**src/rtl/xag_pkg.sv**
```systemverilog
package xag_pkg;

    localparam int REG_SEL_W   = 3;
    localparam int NUM_REGS    = 7;
    localparam int MEM_SEL_BIT = 7;

    typedef enum logic [REG_SEL_W-1:0] {
        REG_ADDR0 = 3'd0,
        REG_ADDR1 = 3'd1,
        REG_ADDR2 = 3'd2,
        REG_LEN0  = 3'd3,
        REG_LEN1  = 3'd4,
        REG_TRIG  = 3'd5,
        REG_ACK   = 3'd6
    } reg_idx_e;

    typedef struct packed {
        logic active;
        logic mem_int;
        logic irq;
        logic err;
    } ctrl_state_t;

endpackage

```
**src/rtl/xag_decode.sv**
```systemverilog
module xag_decode
    import xag_pkg::*;
(
    input  logic                 we,
    input  logic [REG_SEL_W-1:0] sel,
    output logic [NUM_REGS-1:0]  strb
);

    for (genvar i = 0; i < NUM_REGS; i++) begin : g_strb
        assign strb[i] = we && (sel == REG_SEL_W'(i));
    end

endmodule

```
**src/rtl/xag_lane_cnt.sv**
```systemverilog
module xag_lane_cnt #(
    parameter int W  = 21,
    parameter int UP = 1,
    localparam int NL = (W + 7) / 8
) (
    input  logic          clk,
    input  logic          rst_n,
    input  logic [NL-1:0] lane_we,
    input  logic [7:0]    wdata,
    input  logic          step,
    output logic [W-1:0]  value
);

    logic [W-1:0] val_d, val_q;
    logic [W-1:0] merged;

    for (genvar i = 0; i < NL; i++) begin : g_lane
        localparam int LW = (i == NL - 1) ? (W - 8 * i) : 8;
        assign merged[8*i +: LW] = lane_we[i] ? wdata[LW-1:0] : val_q[8*i +: LW];
    end

    always_comb begin
        val_d = merged;
        if (step) begin
            if (UP != 0) val_d = val_q + W'(1);
            else         val_d = val_q - W'(1);
        end
    end

    always_ff @(posedge clk or negedge rst_n) begin
        if (!rst_n) val_q <= '0;
        else        val_q <= val_d;
    end

    assign value = val_q;

endmodule

```
**src/rtl/xag_ctrl.sv**
```systemverilog
module xag_ctrl
    import xag_pkg::*;
(
    input  logic clk,
    input  logic rst_n,
    input  logic hi_wr,
    input  logic hi_bit,
    input  logic trig_wr,
    input  logic ack_wr,
    input  logic byte_stb,
    input  logic ecc_busy,
    input  logic len_zero,
    input  logic len_one,
    output logic active,
    output logic mem_int,
    output logic irq,
    output logic err,
    output logic step
);

    ctrl_state_t s_d, s_q;
    logic blocked, last, start, zero_start;

    always_comb begin
        s_d        = s_q;
        blocked    = s_q.mem_int & ecc_busy;
        step       = s_q.active & byte_stb & ~blocked;
        last       = step & len_one;
        start      = trig_wr & ~s_q.active & ~len_zero;
        zero_start = trig_wr & ~s_q.active & len_zero;

        if (hi_wr && !s_q.active) s_d.mem_int = hi_bit;

        if (start) begin
            s_d.active = 1'b1;
            s_d.err    = 1'b0;
        end else if (last) begin
            s_d.active = 1'b0;
        end
        if (zero_start) s_d.err = 1'b0;

        if (ack_wr) s_d.irq = 1'b0;
        if (last || zero_start) s_d.irq = 1'b1;

        if (s_q.active && byte_stb && blocked) s_d.err = 1'b1;
    end

    always_ff @(posedge clk or negedge rst_n) begin
        if (!rst_n) s_q <= '0;
        else        s_q <= s_d;
    end

    assign active  = s_q.active;
    assign mem_int = s_q.mem_int;
    assign irq     = s_q.irq;
    assign err     = s_q.err;

endmodule

```
**src/rtl/xfer_addr_gen.sv**
```systemverilog
module xfer_addr_gen
    import xag_pkg::*;
#(
    parameter int ADDR_W = 21,
    parameter int LEN_W  = 16
) (
    input  logic                 clk,
    input  logic                 rst_n,
    input  logic                 reg_we,
    input  logic [REG_SEL_W-1:0] reg_sel,
    input  logic [7:0]           reg_wdata,
    input  logic                 byte_stb,
    input  logic                 ecc_busy,
    output logic [ADDR_W-1:0]    mem_addr,
    output logic                 mem_int,
    output logic                 mem_req,
    output logic                 busy,
    output logic                 xfer_irq,
    output logic                 xfer_err
);

    localparam int ADDR_LANES = (ADDR_W + 7) / 8;
    localparam int LEN_LANES  = (LEN_W + 7) / 8;

    logic [NUM_REGS-1:0]   wr;
    logic [ADDR_LANES-1:0] addr_we;
    logic [LEN_LANES-1:0]  len_we;
    logic [LEN_W-1:0]      len;
    logic                  idle, step;

    xag_decode u_dec (.we(reg_we), .sel(reg_sel), .strb(wr));

    assign idle = ~busy;

    for (genvar i = 0; i < ADDR_LANES; i++) begin : g_awe
        assign addr_we[i] = wr[int'(REG_ADDR0) + i] & idle;
    end
    for (genvar i = 0; i < LEN_LANES; i++) begin : g_lwe
        assign len_we[i] = wr[int'(REG_LEN0) + i] & idle;
    end

    xag_lane_cnt #(.W(ADDR_W), .UP(1)) u_addr (
        .clk(clk), .rst_n(rst_n), .lane_we(addr_we), .wdata(reg_wdata),
        .step(step), .value(mem_addr)
    );

    xag_lane_cnt #(.W(LEN_W), .UP(0)) u_len (
        .clk(clk), .rst_n(rst_n), .lane_we(len_we), .wdata(reg_wdata),
        .step(step), .value(len)
    );

    xag_ctrl u_ctrl (
        .clk(clk), .rst_n(rst_n),
        .hi_wr(wr[REG_ADDR2]), .hi_bit(reg_wdata[MEM_SEL_BIT]),
        .trig_wr(wr[REG_TRIG]), .ack_wr(wr[REG_ACK]),
        .byte_stb(byte_stb), .ecc_busy(ecc_busy),
        .len_zero(len == '0), .len_one(len == LEN_W'(1)),
        .active(busy), .mem_int(mem_int), .irq(xfer_irq), .err(xfer_err),
        .step(step)
    );

    assign mem_req = step;

endmodule

```
**config.mk**
```make
export PLATFORM = sky130hd
export DESIGN_NAME = xfer_addr_gen
export DESIGN_NICKNAME = d
export VERILOG_FILES = /design/src/rtl/xag_pkg.sv /design/src/rtl/xag_decode.sv /design/src/rtl/xag_lane_cnt.sv /design/src/rtl/xag_ctrl.sv /design/src/rtl/xfer_addr_gen.sv
export SDC_FILE = /design/constraint.sdc
export NUM_CORES = 1
export LEC_CHECK = 0
export BUFFER_PORTS_ARGS = -buffer_cell sky130_fd_sc_hd__buf_2
export CORE_MARGIN = 2
export CORE_UTILIZATION = 47
export CTS_BUF_LIST = sky130_fd_sc_hd__clkbuf_8
export CTS_CLUSTER_SIZE = 20
export DETAILED_ROUTE_END_ITERATION = 10
export PLACE_DENSITY = 0.68
export SYNTH_ARGS = -nofsm -noshare
export SYNTH_HDL_FRONTEND = slang
export SYNTH_HIERARCHICAL = 1
export SYNTH_SLANG_ARGS = --single-unit
```
**constraint.sdc**
```tcl
create_clock -name clk -period 2.4 [get_ports clk]
set_clock_uncertainty 0.05 [all_clocks]
set_input_delay 0.36 -clock clk [delete_from_list [all_inputs] [get_ports clk]]
set_output_delay 0.36 -clock clk [all_outputs]
set_load 0.02 [all_outputs]
```
==> results of run 1 <==
layer usage:
metal	routed length, microns	up-vias	GRT usage (%)	share of wire [%]
li1	-	1227	-	-
met1	3470	1239	35.7	48
met2	3230	87	37.7	44
met3	402	16	3.30	5.5
met4	178	0	9.66	2.4
met5	0	-	0	0
what timing repair did:
item                                    4_1_cts  5_1_grt
hold buffers                                  1        0
endpoints found under the setup margin        0        0
hold endpoints to repair                     13        0
worst paths after layout:
check / startpoint / endpoint / cells past startpoint
hold / removal: byte_stb / u_ctrl/active / 3
setup / recovery: u_len/value[0] / u_len/value[14] / 6
max in group asynchronous: rst_n / u_len/value[7] / 3
hold reg to reg: u_ctrl/irq / u_ctrl/irq / 1
setup reg to reg: u_len/value[0] / u_len/value[14] / 6
min in group asynchronous: rst_n / u_addr/value[13] / 2
synthesized netlist by cell type, types with 3 or more instances:
cell	count	area (sq um)
nand2b_1	3	18.8
nor2b_1	15	93.8
clkbuf_1	4	15.0
nor3_1	8	40.0
and4bb_2	3	37.5
and4b_2	3	33.8
dfrtp_1	41	1030
a31oi_1	4	25.0
inv_1	10	37.5
o221a_2	4	45.0
nor3_2	3	30.0
a211oi_1	17	128
a311oi_1	3	26.3
o21ai_0	7	35.0
nand3_1	14	70.1
nand4_1	11	68.8
mux2i_1	3	30.0
or3_1	3	18.8
nand2_1	24	90.1
a21oi_1	15	75.1
or4_1	3	22.5
nor2_1	30	113
and4_1	5	43.8
and3_1	4	25.0
o211ai_1	3	22.5
sequential cells by signal, indices dropped and copies added (netlist names):
register        count
u_ctrl/err          1
u_ctrl/active       1
u_ctrl/irq          1
u_addr/value       21
u_len/value        16
u_ctrl/mem_int      1
layout make-up:
class                   instances  share of cell area [%]
clock inverters                 1                   0.163
well taps                      72                    2.93
flip-flops and latches         41                    33.4
inverters                      11                    1.34
repair buffers                 49                    8.71
multi-input cells             232                    51.2
clock buffers                   5                    2.24
power by group through the flow:
| stage | combinational [mW] | sequential [mW] | clock, mW |
|---|---|---|---|
| 6_report | 1.17 | 1.33 | 0.430 |
| 5_1_grt | 1.28 | 1.39 | 0.469 |
| 4_1_cts | 1.17 | 1.33 | 0.445 |
| 3_5_place_dp | 1.17 | 1.33 | 0 |
| 3_3_place_gp | 1.14 | 1.32 | 0 |
| 2_1_floorplan | 0.618 | 1.44 | 0 |
worst register-to-register path, cell delays in order, from the launching register on:
cell and delay [ns]:
dfrtp_1 0.45, inv_1 0.09, ha_1 0.18, nor4b_2 0.51, nand3_1 0.22, o311ai_1 0.30
nand3_1 0.10
logic make-up (layout without fill, tap and decap cells):
group	count (synthesis)	count (layout)	synth area share, %
xor gates and xnor gates	3	3	0.988
adders and majority gates	2	2	0.941
AOI/OAI and AO/OA	77	77	21.1
muxes	5	5	1.98
buffers and inverters	17	66	2.45
and+or+nand+nor	145	145	33.9
DFF	41	41	38.6
==> flow_metrics.tcl, run 1 <==
set metrics [dict create \
    regArea_sq_mm 0.00103 \
    cp_top_family "simple AND/OR/NAND/NOR gates" \
    ir_drop_v 0.000582 \
    avgSynthCellArea_sq_um 9.17 \
    clkTransAtPathRegs_ns 0.08 \
    via_per_inst 6.25 \
    fmax_mhz 495 \
    synth-edff-count 0 \
    clkPwrFrac_pct 14.7 \
    final_net_count 358 \
    start_util_pct 48.6 \
    grt_pass1_wl_mm 12.1 \
    worstPathCellList "inv_1 > ha_1 > nor4b_2 > nand3_1 > o311ai_1 > nand3_1" \
    ant_nets 0 \
    syn_area_sq_mm 0.00266 \
    cts_max_level 2 \
    die_w_microns 79.2 \
    antenna_found_initial 0 \
    cts_resized 0 \
    worstMarginPinSlew_ns 0.587 \
    fin_util_pct 56.2 \
    worst_slack_ns 0.381 \
    start_kind "flop" \
    combPwrFrac_pct 39.9 \
    path_max_fanout 6 \
    p_switching_mw 1.34 \
    dieHeight_microns 79.2 \
    synthCells 290 \
    hold_violations 0 \
    numCtsBuffers 5 \
    ys_types 62 \
    clk_latency_ns 0.29 \
    path_common_cell "nand3_1" \
    fin_crit_ns 2.02 \
    power.total_mw 2.93 \
    dpl.cell_count 404 \
    seq_area_frac_synth_pct 38.6 \
    worstSetupPathType "flop to flop" \
    overflow 0 \
    grt_start_max_net_pins 30 \
    avgRoutedWirePerCell_microns 17.7 \
    ys_ff_latch 41 \
    dp_hpwl_mm 5.28 \
    rows 27 \
    antenna_cells 0 \
    num_vias 2569 \
    timing.hold.ws_ns 0.310 \
    path_buf_inv 1 \
    cp_data_arrival_time_ns 2.14 \
    cts_tree "yes" \
    post-route-period-util_pct 84.1 \
    rsz0062_at_grt "false" \
    yosys_warnings 6 \
    powerDensity_mw_per_mm2 954 \
    die_area_sq_mm 0.00628 \
    hp-class "input port to flop" \
    area_delta_synth_final_pct 15.6 \
    cp.required_ns 2.52 \
    setup_viol 0 \
    drc 0 \
    place.gp.congestion 0.901 \
    rrSetupSlack_ns 0.38 \
    cp-end-kind "flop" \
    synth_ff_type "dfrtp_1" \
    clock_path_buffers 2 \
    design.portCount 42 \
    cts_setup_buffers 0 \
    fin_cells 411 \
    ctsRootBufferMaster "clkbuf_8" \
    multi_input_area_sq_mm 0.00158 \
    core_sq_mm 0.00547 \
    finalMaxSlewViolations 0 \
    n_fill_cell 527 \
    finish.instance_area_sq_mm 0.00307 \
    grt_usage_pct 24.8 \
    dpl_worst_slack_ns 0.389 \
    slew_headroom_pct 60.7 \
    slowest_stage "nor4b_2" \
    routed_wl_mm 7.28 \
    first_pass_iters 5 \
    port_buffers 41 \
    leakage_nw 1.21 \
    drv_cap 0 \
    place_area_sq_mm 0.00299 \
    setup_tns_ns 0 \
    pwr-share-seq_pct 45.4 \
    grt_pass1_vias 2371 \
    drive_above_1_share_pct 25.4 \
    outcome "completed" \
    synth_nets 308 \
    layout_common_cells "41 x buf_2, 41 x dfrtp_1, 30 x nor2_1, 24 x nand2_1, 17 x a211oi_1" \
    cts.sink_count 41 \
    cpPeakStageDelay_ns 0.51 \
    drt_iter0_markers 239 \
    power.share.switching_pct 45.6 \
    async_flop_share_pct 100 \
    internal_power_mw 1.60 \
]
(Power assumes the default switching activity.)
==> run 2: changes to the inputs <==
--- a/config.mk
+++ b/config.mk
@@ -5,13 +5,14 @@
 export SDC_FILE = /design/constraint.sdc
 export NUM_CORES = 1
 export LEC_CHECK = 0
+export ABC_AREA = 1
 export BUFFER_PORTS_ARGS = -buffer_cell sky130_fd_sc_hd__buf_2
 export CORE_MARGIN = 2
 export CORE_UTILIZATION = 47
 export CTS_BUF_LIST = sky130_fd_sc_hd__clkbuf_8
 export CTS_CLUSTER_SIZE = 20
 export DETAILED_ROUTE_END_ITERATION = 10
-export PLACE_DENSITY = 0.68
+export PLACE_DENSITY = 0.7
 export SYNTH_ARGS = -nofsm -noshare
 export SYNTH_HDL_FRONTEND = slang
 export SYNTH_HIERARCHICAL = 1
==> constraint.sdc (replaced) <==
create_clock -name clk -period 1.8 [get_ports clk]
set_clock_uncertainty 0.05 [all_clocks]
set_input_delay 0.27 -clock clk [delete_from_list [all_inputs] [get_ports clk]]
set_output_delay 0.27 -clock clk [all_outputs]
set_load 0.02 [all_outputs]
==> flow_metrics.tcl, run 2 <==
set metrics [dict create \
    r2r-start "u_addr/value[0]" \
    synth_largest_area_cell "dfrtp_1" \
    layout_commonest_cell "nand2_1" \
    core_sq_mm 0.00631 \
    ctsRootBufferMaster "clkbuf_8" \
    post-synth-top-area-fraction_pct 33.6 \
    dp_hpwl_mm 5.91 \
    cp.required_ns 1.48 \
    avgRoutedWirePerCell_microns 13.1 \
    die_area_sq_mm 0.00715 \
    slowest_stage "dfrtp_2" \
    slew_headroom_pct 77.0 \
    worstSetupPathType "flop to output pin" \
    cp_data_arrival_time_ns 1.36 \
    r2r_end "u_addr/value[16]" \
    clkTransAtPathRegs_ns 0.08 \
    avgSynthCellArea_sq_um 6.48 \
    die_w_microns 84.6 \
    grt_pass1_wl_mm 13.6 \
    rows 29 \
    synthTopCellsByCount "131 x nand2_1, 72 x inv_1, 63 x nor2_1, 41 x dfrtp_1, 32 x nand3_1" \
    area_delta_synth_final_pct 15.1 \
    reg2regPathDepth 9 \
    hold_violations 0 \
    num_vias 3087 \
    place.gp.congestion 0.904 \
    clk_latency_ns 0.30 \
    worstPathCellList "nand2_2 > a21oi_4 > buf_6 > buf_2" \
    powerDensity_mw_per_mm2 1360 \
    post-route-period-util_pct 93.5 \
    design.portCount 42 \
    place_area_sq_mm 0.00339 \
    ys_types 37 \
    finalMaxSlewViolations 0 \
    grt_pass1_vias 2850 \
    layout_common_cells "131 x nand2_1, 72 x inv_1, 63 x nor2_1, 41 x buf_2, 40 x dfrtp_1" \
    clock_path_buffers 2 \
    cts.sink_count 41 \
    antenna_cells 0 \
    antenna_found_initial 0 \
    path_max_fanout 19 \
    setup_viol 0 \
    drc 0 \
    largest_reg_flops 21 \
    first_pass_iters 5 \
    ys_ff_latch 41 \
    async_flop_share_pct 100 \
    synthCells 471 \
    synthTopCellsByArea "dfrtp_1 34%, nand2_1 16%, inv_1 8.9%, nor2_1 7.8%, nand3_1 5.3%" \
    drive_above_1_share_pct 19.9 \
    start_kind "flop" \
    cp-end-kind "output pin" \
    hp-class "input port to flop" \
    finish.instance_area_sq_mm 0.00351 \
    yosys_warnings 6 \
    cts_tree "yes" \
    grt_usage_pct 23.4 \
    leakage_nw 1.78 \
    rrSetupSlack_ns 0.18 \
    worstHoldStart "reg_wdata[7]" \
    fin_crit_ns 1.68 \
    numCtsBuffers 5 \
    grt_start_max_net_pins 42 \
    synth_nets 489 \
    startpoint "u_ctrl/active" \
    holdPathEnd "u_ctrl/mem_int" \
    port_buffers 41 \
    ir_drop_v 0.000759 \
    ant_nets 0 \
    cpPeakStageDelay_ns 0.37 \
    seq_area_frac_synth_pct 33.6 \
    worst_slack_ns 0.118 \
    dpl_worst_slack_ns 0.195 \
    overflow 0 \
    synth-edff-count 0 \
    start_util_pct 48.3 \
    synth_ff_type "dfrtp_1" \
    fmax_mhz 594 \
    via_per_inst 5.15 \
    outcome "completed" \
    syn_area_sq_mm 0.00305 \
    setup_tns_ns 0 \
    drv_cap 0 \
    dieHeight_microns 84.6 \
    cts_max_level 2 \
    final_net_count 539 \
    worstMarginPinSlew_ns 0.344 \
    routed_wl_mm 7.83 \
    yosysMostFrequentCell "nand2_1" \
    rsz0062_at_grt "false" \
    whs_path_depth 3 \
    drt_iter0_markers 213 \
]
## run 2: timing repair
action                                  CTS  global route
buffers inserted                          0             0
gates resized for setup                   0             1
endpoints found under the setup margin    0             2
hold buffers                              1             0
endpoints found under the hold margin    41             0
## run 2: routing by layer
metal | track usage (%) | routed length [microns]
met5 | 0 | 0
met4 | 7.36 | 157
met3 | 3.83 | 417
met2 | 38.7 | 3710
met1 | 31.5 | 3540
## run 2: kinds of logic after synthesis
kind of cell	synth area share, %
xor+xnor	1.15
flops	33.6
compound gates	13.8
simple gates	38.9
fa+ha+maj	0.820
buf+inv	11.7
## run 2: worst max path at each step
stage	cells after the start	endpoint	slack [ns]
6_report	4	mem_req	0.12
5_1_grt	9	u_addr/value[18]	0.03
4_1_cts	4	mem_req	0.04
3_5_place_dp	9	u_len/value[5]	0.19
3_3_place_gp	9	u_addr/value[16]	0.23
2_1_floorplan	9	u_len/value[7]	0.09
## run 2: layout make-up
| class | count | area [sq um] |
|---|---|---|
| flip-flops and latches | 41 | 1030 |
| multi-input cells | 338 | 1680 |
| clock buffers | 7 | 96.3 |
| inverters | 86 | 323 |
| fillers | 639 | 2800 |
| clock inverters | 1 | 5.00 |
| repair buffers | 49 | 284 |
| well taps | 77 | 96.3 |
## run 2: power breakdown
group / internal (mW) / switching (mW) / total (mW)
sequential: 1.30 / 0.516 / 1.81
clock: 0.347 / 0.335 / 0.682
combinational: 0.806 / 1.46 / 2.27
total: 2.45 / 2.31 / 4.76
## run 2: worst max-delay path, delay by kind of cell (launching register included)
family	cells	cell delay, ns
buffers and inverters	2	0.43
DFF	1	0.37
AOI/OAI and AO/OA	1	0.18
and+or+nand+nor	1	0.09
## run 2: through the flow
| step | std cells | util (%) | total power, mW | hold WS, ns |
|---|---|---|---|---|
| 3_5_place_dp | 590 | 53.8 | 4.08 | 0.215 |
| 2_1_floorplan | 471 | - | 3.40 | -0.0756 |
| 3_3_place_gp | 590 | 53.8 | 4.03 | 0.215 |
| 5_1_grt | 599 | 55.6 | 5.19 | 0.226 |
| 4_1_cts | 599 | 55.5 | 4.77 | 0.221 |
| 6_report | 599 | 55.6 | 4.76 | 0.225 |
==> run 3: changes to the inputs <==
==> constraint.sdc (replaced) <==
create_clock -name clk -period 1.37 [get_ports clk]
set_clock_uncertainty 0.05 [all_clocks]
set_input_delay 0.2055 -clock clk [delete_from_list [all_inputs] [get_ports clk]]
set_output_delay 0.2055 -clock clk [all_outputs]
set_load 0.02 [all_outputs]
==> flow_metrics.tcl, run 3 (synthesis results as in run 2) <==
set metrics [dict create \
    power.share.switching_pct 46.2 \
    drt_iter0_markers 194 \
    whs_path_depth 3 \
    clkPwrFrac_pct 13.3 \
    ir_drop_v 0.00113 \
    power.total_mw 7.89 \
    worstMarginPinSlew_ns 0.313 \
    ant_nets 0 \
    holdPathEnd "u_len/value[6]" \
    n_fill_cell 496 \
    worstHoldStart "reg_wdata[6]" \
    overflow 0 \
    grt_pass1_wl_mm 14.8 \
    drive_above_1_share_pct 41.3 \
    drv_cap 0 \
    cts.sink_count 41 \
    die_w_microns 84.6 \
    slew_headroom_pct 79.1 \
    fin_util_pct 70.7 \
    combPwrFrac_pct 56.5 \
    via_per_inst 5.23 \
    reg2regPathDepth 10 \
    avgRoutedWirePerCell_microns 14.3 \
    internal_power_mw 4.25 \
    clkTransAtPathRegs_ns 0.09 \
    clk_latency_ns 0.30 \
    dpl_worst_slack_ns -0.148 \
    cp.required_ns 1.52 \
    pwr-share-seq_pct 30.2 \
    path_max_fanout 7 \
    grt_usage_pct 25.8 \
    worst_slack_ns -0.172 \
    core_sq_mm 0.00631 \
    rrSetupSlack_ns -0.17 \
    routed_wl_mm 9.43 \
    hp-class "input port to flop" \
    die_area_sq_mm 0.00715 \
    antenna_cells 0 \
    rows 29 \
    fin_cells 661 \
    timing.hold.ws_ns 0.159 \
    outcome "complete, but fails checks" \
    post-route-period-util_pct 113 \
    fin_crit_ns 1.54 \
    p_switching_mw 3.64 \
    design.portCount 42 \
    first_pass_iters 4 \
    cts_max_level 2 \
    port_buffers 41 \
    violations "setup timing" \
    rsz0062_at_grt "true" \
    place.gp.congestion 0.904 \
    powerDensity_mw_per_mm2 1770 \
    start_kind "flop" \
    layout_common_cells "112 x nand2_1, 66 x inv_1, 50 x buf_4, 44 x nor2_1, 40 x buf_2" \
    dp_hpwl_mm 6.65 \
    cp_data_arrival_time_ns 1.69 \
    leakage_nw 2.20 \
    largest_reg_flops 21 \
    numCtsBuffers 5 \
    drc 0 \
    antenna_found_initial 0 \
    setup_viol 35 \
    start_util_pct 48.3 \
    cp-end-kind "flop" \
    fmax_mhz 649 \
    r2r_end "u_addr/value[9]" \
    cts_tree "yes" \
    num_vias 3459 \
    hold_violations 0 \
    area_delta_synth_final_pct 46.3 \
    final_net_count 601 \
    grt_start_max_net_pins 32 \
    layout_commonest_cell "nand2_1" \
    finalMaxSlewViolations 0 \
    dpl.cell_count 635 \
    grt_pass1_vias 3191 \
    worstSetupPathType "flop to flop" \
    r2r-start "u_ctrl/active" \
    clock_path_buffers 2 \
    dieHeight_microns 84.6 \
    ctsRootBufferMaster "clkbuf_8" \
]
[run 3: changes by cell type in the layout (fill, tap and decap cells not counted), moves of 7 or more]
cell and delta:
buf_6 +10, nand2_2 +16, o21ai_0 -14, nor2_4 +12
buf_4 +45, nand2_1 -19, nor2_2 +7, nor2_1 -19
o21ai_1 +7
[run 3: through the flow]
stage	TNS [ns]	cell area [sq um]
floorplan	-5.00	3140
global placement	-1.30	3800
detailed placement	-2.26	3800
CTS	-2.11	4210
global route	-4.75	4460
finish	-2.51	4460
[run 3: cell type report]
class | count | area [sq um] | area share [%]
multi-input combinational | 338 | 2010 | 44.9
tap | 77 | 96.3 | 2.16
sequential | 41 | 1030 | 23.2
timing repair inverter | 1 | 5.00 | 0.112
timing repair buffer | 110 | 860 | 19.3
clock inverter | 2 | 33.8 | 0.757
clock buffer | 6 | 82.6 | 1.85
inverter | 86 | 345 | 7.74
[run 3: power by group through the flow]
stage / sequential, mW / combinational, mW / clock (mW)
2_1_floorplan: 2.64 / 1.93 / 0
3_3_place_gp: 2.31 / 3.58 / 0
3_5_place_dp: 2.33 / 3.66 / 0
4_1_cts: 2.33 / 4.06 / 1.07
5_1_grt: 2.46 / 4.86 / 1.11
6_report: 2.38 / 4.46 / 1.05
[run 3: worst max-delay path, stage by stage, from the launching register on]
cell	delay (ns)
dfrtp_2	0.45
nand2_4	0.10
a21oi_4	0.04
buf_12	0.14
buf_4	0.14
nor2_4	0.15
inv_4	0.08
o21ai_2	0.06
nand2_1	0.08
o21ai_2	0.07
inv_1	0.07
[run 3: worst max-delay path by stage]
stage	start	to	slack (ns)	depth (start not counted)
after floorplan	u_ctrl/active	u_addr/value[19]	-0.20	8
after global routing	u_ctrl/active	u_addr/value[9]	-0.22	9
final	u_ctrl/active	u_addr/value[9]	-0.17	10
after CTS	u_ctrl/active	mem_req	-0.11	3
after detailed placement	u_ctrl/active	u_addr/value[18]	-0.15	8
after global placement	u_ctrl/active	u_addr/value[18]	-0.13	8
[run 3: layer usage]
layer | vias up | GRT usage, % | routed length (microns)
li1 | 1710 | - | -
met1 | 1639 | 30.8 | 3860
met2 | 95 | 47.4 | 4960
met3 | 15 | 3.74 | 433
met4 | 0 | 8.37 | 181
met5 | - | 0 | 0
[run 3: timing repair]
item	CTS	global route
pin swaps	11	14
setup endpoints to repair	37	39
hold buffers	1	0
endpoints found under the hold margin	10	0
resized for setup	59	57
gates cloned	0	2
setup buffers	10	5
